[src/rtl/adc_sample_sched.sv]
module adc_sample_sched #(
  parameter int DW = 8,
  parameter int DEPTH = 4,
  parameter int PW = 16,
  parameter int MIN_PERIOD = 24
) (
  input  logic          clk,
  input  logic          rst_n,
  input  logic [PW-1:0] period,
  output logic          conv_cs_n,
  output logic          conv_rd_n,
  input  logic          conv_busy_n,
  input  logic [DW-1:0] conv_data,
  input  logic          rd_en,
  output logic [DW-1:0] rd_data,
  output logic          empty,
  output logic          full,
  output logic          overflow,
  input  logic          ovf_clr
);
  localparam int AW = $clog2(DEPTH);

  typedef enum logic [1:0] {IDLE, ARMED, CONV, GRAB} st_t;
  st_t st;

  logic [PW-1:0] cnt, peff;
  logic          strobe;
  logic [DW-1:0] mem [DEPTH];
  logic [AW:0]   wptr, rptr;
  logic          push, pop;

  assign peff = (period < PW'(MIN_PERIOD)) ? PW'(MIN_PERIOD) : period;
  assign conv_cs_n = ~strobe;
  assign conv_rd_n = ~strobe;
  assign empty = (wptr == rptr);
  assign full  = (wptr[AW] != rptr[AW]) && (wptr[AW-1:0] == rptr[AW-1:0]);
  assign rd_data = mem[rptr[AW-1:0]];
  assign push = (st == GRAB);
  assign pop  = rd_en && !empty;

  always_ff @(posedge clk) begin
    if (!rst_n) cnt <= '0;
    else        cnt <= (cnt >= peff - PW'(1)) ? '0 : cnt + PW'(1);
  end

  always_ff @(posedge clk) begin
    if (!rst_n) begin
      st <= IDLE;
      strobe <= 1'b0;
    end else begin
      case (st)
        IDLE:  if (cnt == '0) begin st <= ARMED; strobe <= 1'b1; end
        ARMED: if (!conv_busy_n) st <= CONV;
        CONV:  if (conv_busy_n) st <= GRAB;
        GRAB:  begin st <= IDLE; strobe <= 1'b0; end
        default: st <= IDLE;
      endcase
    end
  end

  always_ff @(posedge clk) begin
    if (push && !full) mem[wptr[AW-1:0]] <= conv_data;
  end

  always_ff @(posedge clk) begin
    if (!rst_n) begin
      wptr <= '0;
      rptr <= '0;
      overflow <= 1'b0;
    end else begin
      if (push && !full) wptr <= wptr + 1'b1;
      if (pop) rptr <= rptr + 1'b1;
      if (push && full) overflow <= 1'b1;
      else if (ovf_clr) overflow <= 1'b0;
    end
  end


  strobe_phase_chk: assert property (@(posedge clk) disable iff (!rst_n)
    $fell(conv_cs_n) |-> cnt == PW'(1));


  strobe_hold_chk: assert property (@(posedge clk) disable iff (!rst_n)
    (!conv_cs_n && !conv_busy_n) |=> !conv_cs_n);


  fifo_bound_chk: assert property (@(posedge clk) disable iff (!rst_n)
    (wptr - rptr) <= (AW+1)'(DEPTH));


  ovf_sticky_chk: assert property (@(posedge clk) disable iff (!rst_n)
    (overflow && !ovf_clr) |=> overflow);


  empty_pop_chk: assert property (@(posedge clk) disable iff (!rst_n)
    (empty && rd_en) |=> $stable(rptr));
endmodule

[config.mk]
export PLATFORM = sky130hd
export DESIGN_NAME = adc_sample_sched
export DESIGN_NICKNAME = d
export VERILOG_FILES = /design/src/rtl/adc_sample_sched.sv
export SDC_FILE = /design/constraint.sdc
export NUM_CORES = 1
export LEC_CHECK = 0
export BUFFER_PORTS_ARGS = -buffer_cell sky130_fd_sc_hd__buf_2
export CELL_PAD_IN_SITES_DETAIL_PLACEMENT = 1
export CELL_PAD_IN_SITES_GLOBAL_PLACEMENT = 1
export CORE_ASPECT_RATIO = 1.4
export CORE_MARGIN = 10
export CORE_UTILIZATION = 46
export DETAILED_ROUTE_END_ITERATION = 8
export PLACE_DENSITY_LB_ADDON = 0.1
export SLEW_MARGIN = 20
export SYNTH_ARGS = -nofsm -noshare
export SYNTH_HDL_FRONTEND = slang
export SYNTH_SLANG_ARGS = --single-unit
[constraint.sdc]
create_clock -name clk -period 4.27 [get_ports clk]
set_input_delay 0.427 -clock clk [delete_from_list [all_inputs] [get_ports clk]]
set_output_delay 0.427 -clock clk [all_outputs]
set_load 0.02 [all_outputs]
======== Word-level counts from Yosys, hierarchy flattened ========
Memories as Yosys holds them, arrays and structs flattened. A register that Yosys moved wholly into a read port is not among the register bits.
Index checks and enable logic that the tools add are counted.
cells by class
  bitwise operators ....................... 2
  equal/unequal tests ..................... 9
  multiplexer cells ....................... 13
  $lt $le $gt $ge ......................... 2
  add/sub/neg operators ................... 4
  reduce and logical (&&, ||, !) cells .... 13
operators with widths
  kind                                                          number
  adder 16 x 1 -> 16 bit (second input constant)                1
  greater-or-equal comparator 16 bit                            1
  zero test 16 bit                                              1
  less-than comparator 16 x 5 -> 1 bit (second input constant)  1
  two-way mux 16 bit                                            1
  subtractor 16 x 1 -> 16 bit (second input constant)           1
  two-way mux 2 bit                                             5
  one-hot mux 2 bit (4 select lines)                            1
  adder 3 x 1 -> 3 bit (second input constant)                  2
  inequality test 2 bit (second input constant)                 3
  two-way mux 1 bit                                             5
  equality test 2 bit (second input constant)                   2
  logical AND 1 bit                                             4
  nonzero test 2 bit                                            2
  equality test 3 bit                                           1
  AND reduction 3 bit                                           1
  equality test 2 x 1 -> 1 bit (second input constant)          1
  equality test 2 bit                                           1
  zero test 1 bit                                               2
  zero test 2 bit                                               1
  inverter 1 bit                                                2
  one-hot mux 1 bit (2 select lines)                            1
  AND reduction 2 bit                                           1
  OR reduction 2 bit                                            1
  inequality test 1 bit                                         1
storage, ports and cells
  bits in registers ....................... 26
  output and inout bits ................... 13
  memories ................................ 1
  input port bits ......................... 29
  bits in writable memories ............... 32
  logic and storage cells ................. 50
memories
  name  depth  bits a word  read ports  clocked after Yosys merged registers in  wr ports  line  text
  mem   4      8            1           1                                        1         28    logic [DW-1:0] mem [DEPTH];

======== Depth between registers and ports, before layout ========
Gate-level depths: netlist of run 1.
  depth in word-level cells ............... 6
  mapped depth ............................ 14
  depth with buffers taken out ............ 13

======== Worst setup path after synthesis of run 1 ========
Ideal clock, no wire load.
  path type ............................... input -> register
  start ................................... input port period[9]
  end ..................................... register cnt[2]
  setup time .............................. 132 ps
  data arrival time ....................... 3152 ps
  setup slack ............................. 986 ps
  stages .................................. 14
  buffers on the path ..................... 1
  required time ........................... 4138 ps
  path through ............................ nor4_1 > and2_1 > nand3_1 > nand2_1 > ha_1 > nand2_1 > nor4b_1 > xnor2_1 > ha_1 > nand4_1 > nor3_1 > o2bb2ai_1 > clkbuf_1 > nor3_1
between the ends
  word-level cells in the longest chain between the ends .. 5
ends and longest elaborated chain
  element                                 line  text
  from (decl)                             9     input logic [PW-1:0] period,
  less-than comparator 16 x 5 -> 1 bit    32    assign peff = (period < PW'(MIN_PERIOD)) ? PW'(MIN_PERIOD) : period;
  two-way mux 16 bit (*)                  32
  subtractor 16 x 1 -> 16 bit (*)         43    else cnt <= (cnt >= peff - PW'(1)) ? '0 : cnt + PW'(1);
  greater-or-equal comparator 16 bit (*)  43
  OR reduction 2 bit (no line) (*)        --
  to (signal assigned)                    43
  to (decl)                               26    logic [PW-1:0] cnt, peff;
Every way passes the cells marked *; elsewhere a longest branch is shown, timed or not.
A chain may end at the register's enable or synchronous reset.

======== Worst setup path after layout of run 1 ========
  start ................................... input port period[8]
  end ..................................... register cnt[11]
Same word-level chain as after synthesis.

==> impl_metrics.tcl, run 1 <==
set metrics [dict create \
    crit_path_start_kind "primary input" \
    cts_tree "done" \
    startpoint "period[8]" \
    gr-total-overflow 0 \
    post_drt_via_cell_ratio 5.59 \
    crit_path_end_kind "flip-flop" \
    power.share.clock 0.328 \
    multi_input_area_um2 1700 \
    max_stage_delay_ps 450 \
    worstPathRequired_ps 4460 \
    drcViolationCount 0 \
    cts_made_buffers 9 \
    port_buffers 41 \
    antenna_found_initial 0 \
    fin_crit_ps 3450 \
    drive_gt1_frac 0.205 \
    synthDistinctLibCells 48 \
    post-cts-setup-buffer-count 0 \
    setup_violations 0 \
    grt_use_total 0.145 \
    worst_slew_pin_slew_ps 717 \
    synth_area_um2 3300 \
    synthFlopType "edfxtp_1" \
    diodes 0 \
    seq_area_um2 1520 \
    drv_slew 0 \
    num-fill-cells 792 \
    switching_share 0.286 \
    layout_commonest_cell "buf_2" \
    fp-row-count 36 \
    synth_seq_cells 60 \
    ir_worst_vdd_mv 0.159 \
    synth_top_area_share 0.291 \
    ys_seq_area_frac 0.461 \
    cellLeakagePower_nw 1.41 \
    power_density_nw_per_um2 371 \
    synth_nets 352 \
    async_reset_ff_frac 0 \
    ios 42 \
    drt_pass1_iterations 4 \
    grt_max_degree 17 \
    worstPathCellList "buf_2 -> nor4_1 -> and2_1 -> nand3_1 -> nand2_1 -> ha_1 -> nand2_1 -> nor4b_1 -> xnor2_1 -> ha_1 -> nand4_1 -> nor3_1 -> a31o_2 -> nor3_1" \
    initial_core_util 0.473 \
    place_hpwl_um 6030 \
    drtAntennaViolNets 0 \
    outcome "finished, final reports clean" \
    max_cap_violations 0 \
    syn_avg_cell_area_um2 11.2 \
    finalHoldViolCount 0 \
    seqPwrFrac 0.480 \
    yosysTopAreaCell "edfxtp_1" \
    fin_tns_setup_ps 0 \
    fin_nets 395 \
    vias 2443 \
    maxSlewHeadroom 0.519 \
    drt_iter0_drc 87 \
    dieArea_um2 11000 \
    p_int_mw 0.999 \
    fmax_mhz 290 \
    layout_common_cells "buf_2, edfxtp_1, nor3_1, ha_1, dfxtp_1" \
    cts_hold_buf 0 \
    pwr-share-comb 0.192 \
    clk_pin_slew_ps 70 \
    grt_pass1_vias 2582 \
    crit_path_top_delay_cell "a31o_2" \
    grt_pass1_wl_um 12900 \
    coreArea_um2 6980 \
    cts-resized-gates 0 \
    hp-class "primary input to flip-flop" \
    synth_warnings 0 \
    die_w_um 91.6 \
    grt_setup_unrepaired "false" \
    fin_crit_sh 0.808 \
    cts_root_buf "clkbuf_8" \
    crit_path_max_fanout 16 \
    path_class "primary input to flip-flop" \
    place_congestion 0.786 \
    clock-sinks 60 \
    cp.arrival_ps 3640 \
    fin_skew_ps 12.6 \
    clk_latency_ps 330 \
    switching_power_mw 0.401 \
    dpl_cell_area_um2 3590 \
    area_delta_synth_final_pct 14.2 \
    wl_per_cell_um 17.7 \
    min_from "conv_data[6]" \
    cts.path.max_buffers 2 \
    synthCells 294 \
    final_area_um2 3770 \
    reg2reg_from "cnt[0]" \
    cts.htree.levels 3 \
    drt-total-wl_um 7750 \
    die_h_um 120 \
    synth_edf_count 32 \
    synth.area.top_cells "edfxtp_1, dfxtp_1, ha_1" \
]
per-stage QoR:
step	total power, mW	utilization	worst slack, ps	cells	hold slack (ps)
floorplan	0.870	-	986	294	468
global placement	0.946	0.514	367	421	493
detailed placement	0.961	0.515	459	421	509
CTS	1.42	0.540	821	437	297
global route	1.48	0.540	522	437	303
finish	1.40	0.540	818	437	313
synth_stat cells (8+ instances only):
master    number
and2_1        10
dfxtp_1       28
edfxtp_1      32
ha_1          29
inv_1         12
mux4_2         8
nand2_1       17
nand3_1        9
nor2_1         8
nor3_1        29
xnor2_1       22
xor2_1         9
worst paths after layout:
check / endpoint / slack (ps) / depth (start not counted)
hold / removal: mem[1][6] / 310 / 1
setup / recovery: cnt[11] / 820 / 14
hold reg to reg: st[0] / 510 / 2
setup reg to reg: cnt[11] / 2120 / 6
critical path: cells and delay by family:
| kind | cells | cell delay, ps |
|---|---|---|
| simple gates | 9 | 2000 |
| compound gates | 1 | 450 |
| fa+ha+maj | 2 | 510 |
| buf+inv | 1 | 130 |
| xor+xnor | 1 | 120 |
layout make-up:
cell class,count,share of cell area
Multi-Input combinational cell,213,0.451
Sequential cell,60,0.403
Timing Repair Buffer,41,0.0544
Clock buffer,12,0.0411
Tap cell,95,0.0315
Inverter,12,0.0119
Clock inverter,4,0.00630
registers in the layout, indices dropped and copies added, names as in the netlist, named ones only:
name,cells
rptr,3
st,2
wptr,3
cnt,16
strobe,1
overflow,1
mem,32
cells by family after synthesis:
group,Yosys count,share of synthesized area
fa+ha+maj,29,0.110
flops,60,0.461
simple gates,111,0.190
buf+inv,21,0.0261
xor+xnor,31,0.0822
compound gates,30,0.0644
mux,12,0.0667
power groups by stage:
stage | clock network (mW) | logic (mW) | registers (mW)
6_report | 0.459 | 0.269 | 0.672
3_3_place_gp | 0 | 0.262 | 0.684
3_5_place_dp | 0 | 0.275 | 0.687
5_1_grt | 0.497 | 0.302 | 0.678
2_1_floorplan | 0 | 0.203 | 0.667
4_1_cts | 0.471 | 0.276 | 0.674
routing by layer:
layer  routed length (um)  track usage  up-vias
met5                    0            0        -
met4                  133       0.0580        0
met3                  214       0.0291       11
met2                 4360        0.281       28
met1                 3040        0.145     1214
li1                     -            -     1190
No activity file was read; power rests on OpenSTA's default activity.
==> run 2, diff against run 1 <==
==> constraint.sdc (replaced) <==
create_clock -name clk -period 3.3 [get_ports clk]
set_input_delay 0.33 -clock clk [delete_from_list [all_inputs] [get_ports clk]]
set_output_delay 0.33 -clock clk [all_outputs]
set_load 0.02 [all_outputs]
==> run 2 against run 1 <==
- critical path depth increased by 1
- utilization increased by 1.1 points
- via count increased by 1.7%
- clock power increased by 17%
- sequential cell count unchanged
- critical path type unchanged
- critical endpoint is now cnt[15]
- largest cell class unchanged
==> impl_metrics.tcl, run 2 (synthesized netlist as in run 1, its figures left out) <==
set metrics [dict create \
    final_area_um2 3840 \
    grt_max_degree 17 \
    cts_tree "done" \
    clk_latency_ps 330 \
    whs_ps 213 \
    outcome "finished, final reports clean" \
    num-fill-cells 766 \
    cp.arrival_ps 3090 \
    met3_wirelength_um 242 \
    gr-total-overflow 0 \
    clock-sinks 60 \
    fin_crit_sh 0.874 \
    cellLeakagePower_nw 1.45 \
    maxSlewHeadroom 0.618 \
    fmax_mhz 347 \
    top_layer_used "met4" \
    fin_crit_ps 2880 \
    startpoint "period[9]" \
    drt_pass1_iterations 4 \
    port_buffers 41 \
    drt-total-wl_um 8050 \
    post_drt_via_cell_ratio 5.56 \
    power_density_nw_per_um2 460 \
    power_mw 1.77 \
    layout_common_cells "buf_2, edfxtp_1, nor3_1, ha_1, dfxtp_1" \
    grt_use_total 0.155 \
    antenna_found_initial 0 \
    clk_pin_slew_ps 60 \
    drt_iter0_drc 89 \
    fin_skew_ps 6.01 \
    cts.path.max_buffers 2 \
    met1Wirelength_um 3200 \
    hp-class "primary input to flip-flop" \
    drv_slew 0 \
    reg2reg_from "cnt[0]" \
    cts_hold_buf 0 \
    dieArea_um2 11000 \
    wl_met2_um 4430 \
    worst_slew_pin_slew_ps 573 \
    die_h_um 120 \
    coreArea_um2 6980 \
    drive_gt1_frac 0.216 \
    die_w_um 91.6 \
    cts_made_buffers 9 \
    dpl_cell_area_um2 3690 \
    min_from "conv_data[3]" \
    area_delta_synth_final_pct 16.4 \
    diodes 0 \
    grt_pass1_vias 2726 \
    grt_setup_unrepaired "false" \
    ir_worst_vdd_mv 0.263 \
    vias 2485 \
    drtAntennaViolNets 0 \
    worstPathRequired_ps 3510 \
    setup_violations 0 \
    place_hpwl_um 6290 \
    drcViolationCount 0 \
    ios 42 \
    post-cts-setup-buffer-count 0 \
    largest_register_ffs 32 \
    final_core_util 0.551 \
    wl_per_cell_um 18.0 \
    crit_path_max_fanout 16 \
    finalHoldViolCount 0 \
    fin_nets 405 \
    grt_pass1_wl_um 13600 \
    crit_path_end_kind "flip-flop" \
    crit_path_start_kind "primary input" \
    fp-row-count 36 \
    max_cap_violations 0 \
    place_congestion 0.845 \
    initial_core_util 0.473 \
    layout_commonest_cell "buf_2" \
    path_class "primary input to flip-flop" \
    cts_root_buf "clkbuf_8" \
    cts.htree.levels 3 \
]
==> run 2: cell types whose count changed in the layout (fill, tap and decap cells not counted), moves of 2 or more <==
| cell | before | now |
|---|---|---|
| clkbuf_8 | 11 | 9 |
| buf_4 | 0 | 8 |
| clkbuf_1 | 1 | 4 |
| buf_12 | 0 | 2 |
==> run 2: critical path: stages <==
cell and delay (ps):
buf_2 110, nor4_2 320, and2_1 210, nand3_1 130, nand2_1 130, ha_1 230, nand2_1 100, nor4b_1 320
xnor2_1 110, ha_1 280, nand4_1 120, nor3_1 280, o2bb2ai_1 200, buf_12 180, a211oi_1 50
==> run 2: power by group <==
group	switching (mW)	leakage (nW)	internal, mW
sequential	0.0446	0.515	0.826
clock	0.270	0.0788	0.268
combinational	0.198	0.861	0.164
total	0.512	1.45	1.26
==> run 2: layer usage <==
layer / vias up / track usage
met5: - / 0
met1: 1228 / 0.160
met2: 34 / 0.290
met4: 0 / 0.0629
met3: 11 / 0.0390
li1: 1212 / -
==> run 2: repair_timing <==
item                                   4_1_cts  5_1_grt
setup endpoints to repair                    0       16
endpoints found under the hold margin        0        0
gates resized for setup                      0        1
==> run 2: final cells by class <==
class / instances / area (um^2) / share of cell area
clock inverters: 3 / 13.8 / 0.00358
clock buffers: 13 / 139 / 0.0361
inverters: 12 / 45.0 / 0.0117
flip-flops and latches: 60 / 1520 / 0.396
multi-input cells: 213 / 1700 / 0.443
repair buffers: 51 / 305 / 0.0794
well taps: 95 / 119 / 0.0309
==> run 2: metrics by stage <==
stage          setup slack [ps]  instances  TNS [ps]
2_1_floorplan               113        294         0
5_1_grt                    75.2        447         0
4_1_cts                     330        447         0
3_5_place_dp              -25.6        431      -248
6_report                    416        447         0
3_3_place_gp               79.9        431         0
==> run 2: final timing paths <==
path	cells past startpoint	to	slack [ps]
max	15	cnt[15]	420
min	1	mem[1][3]	210
max reg2reg	7	cnt[14]	1160
min reg2reg	2	st[0]	510
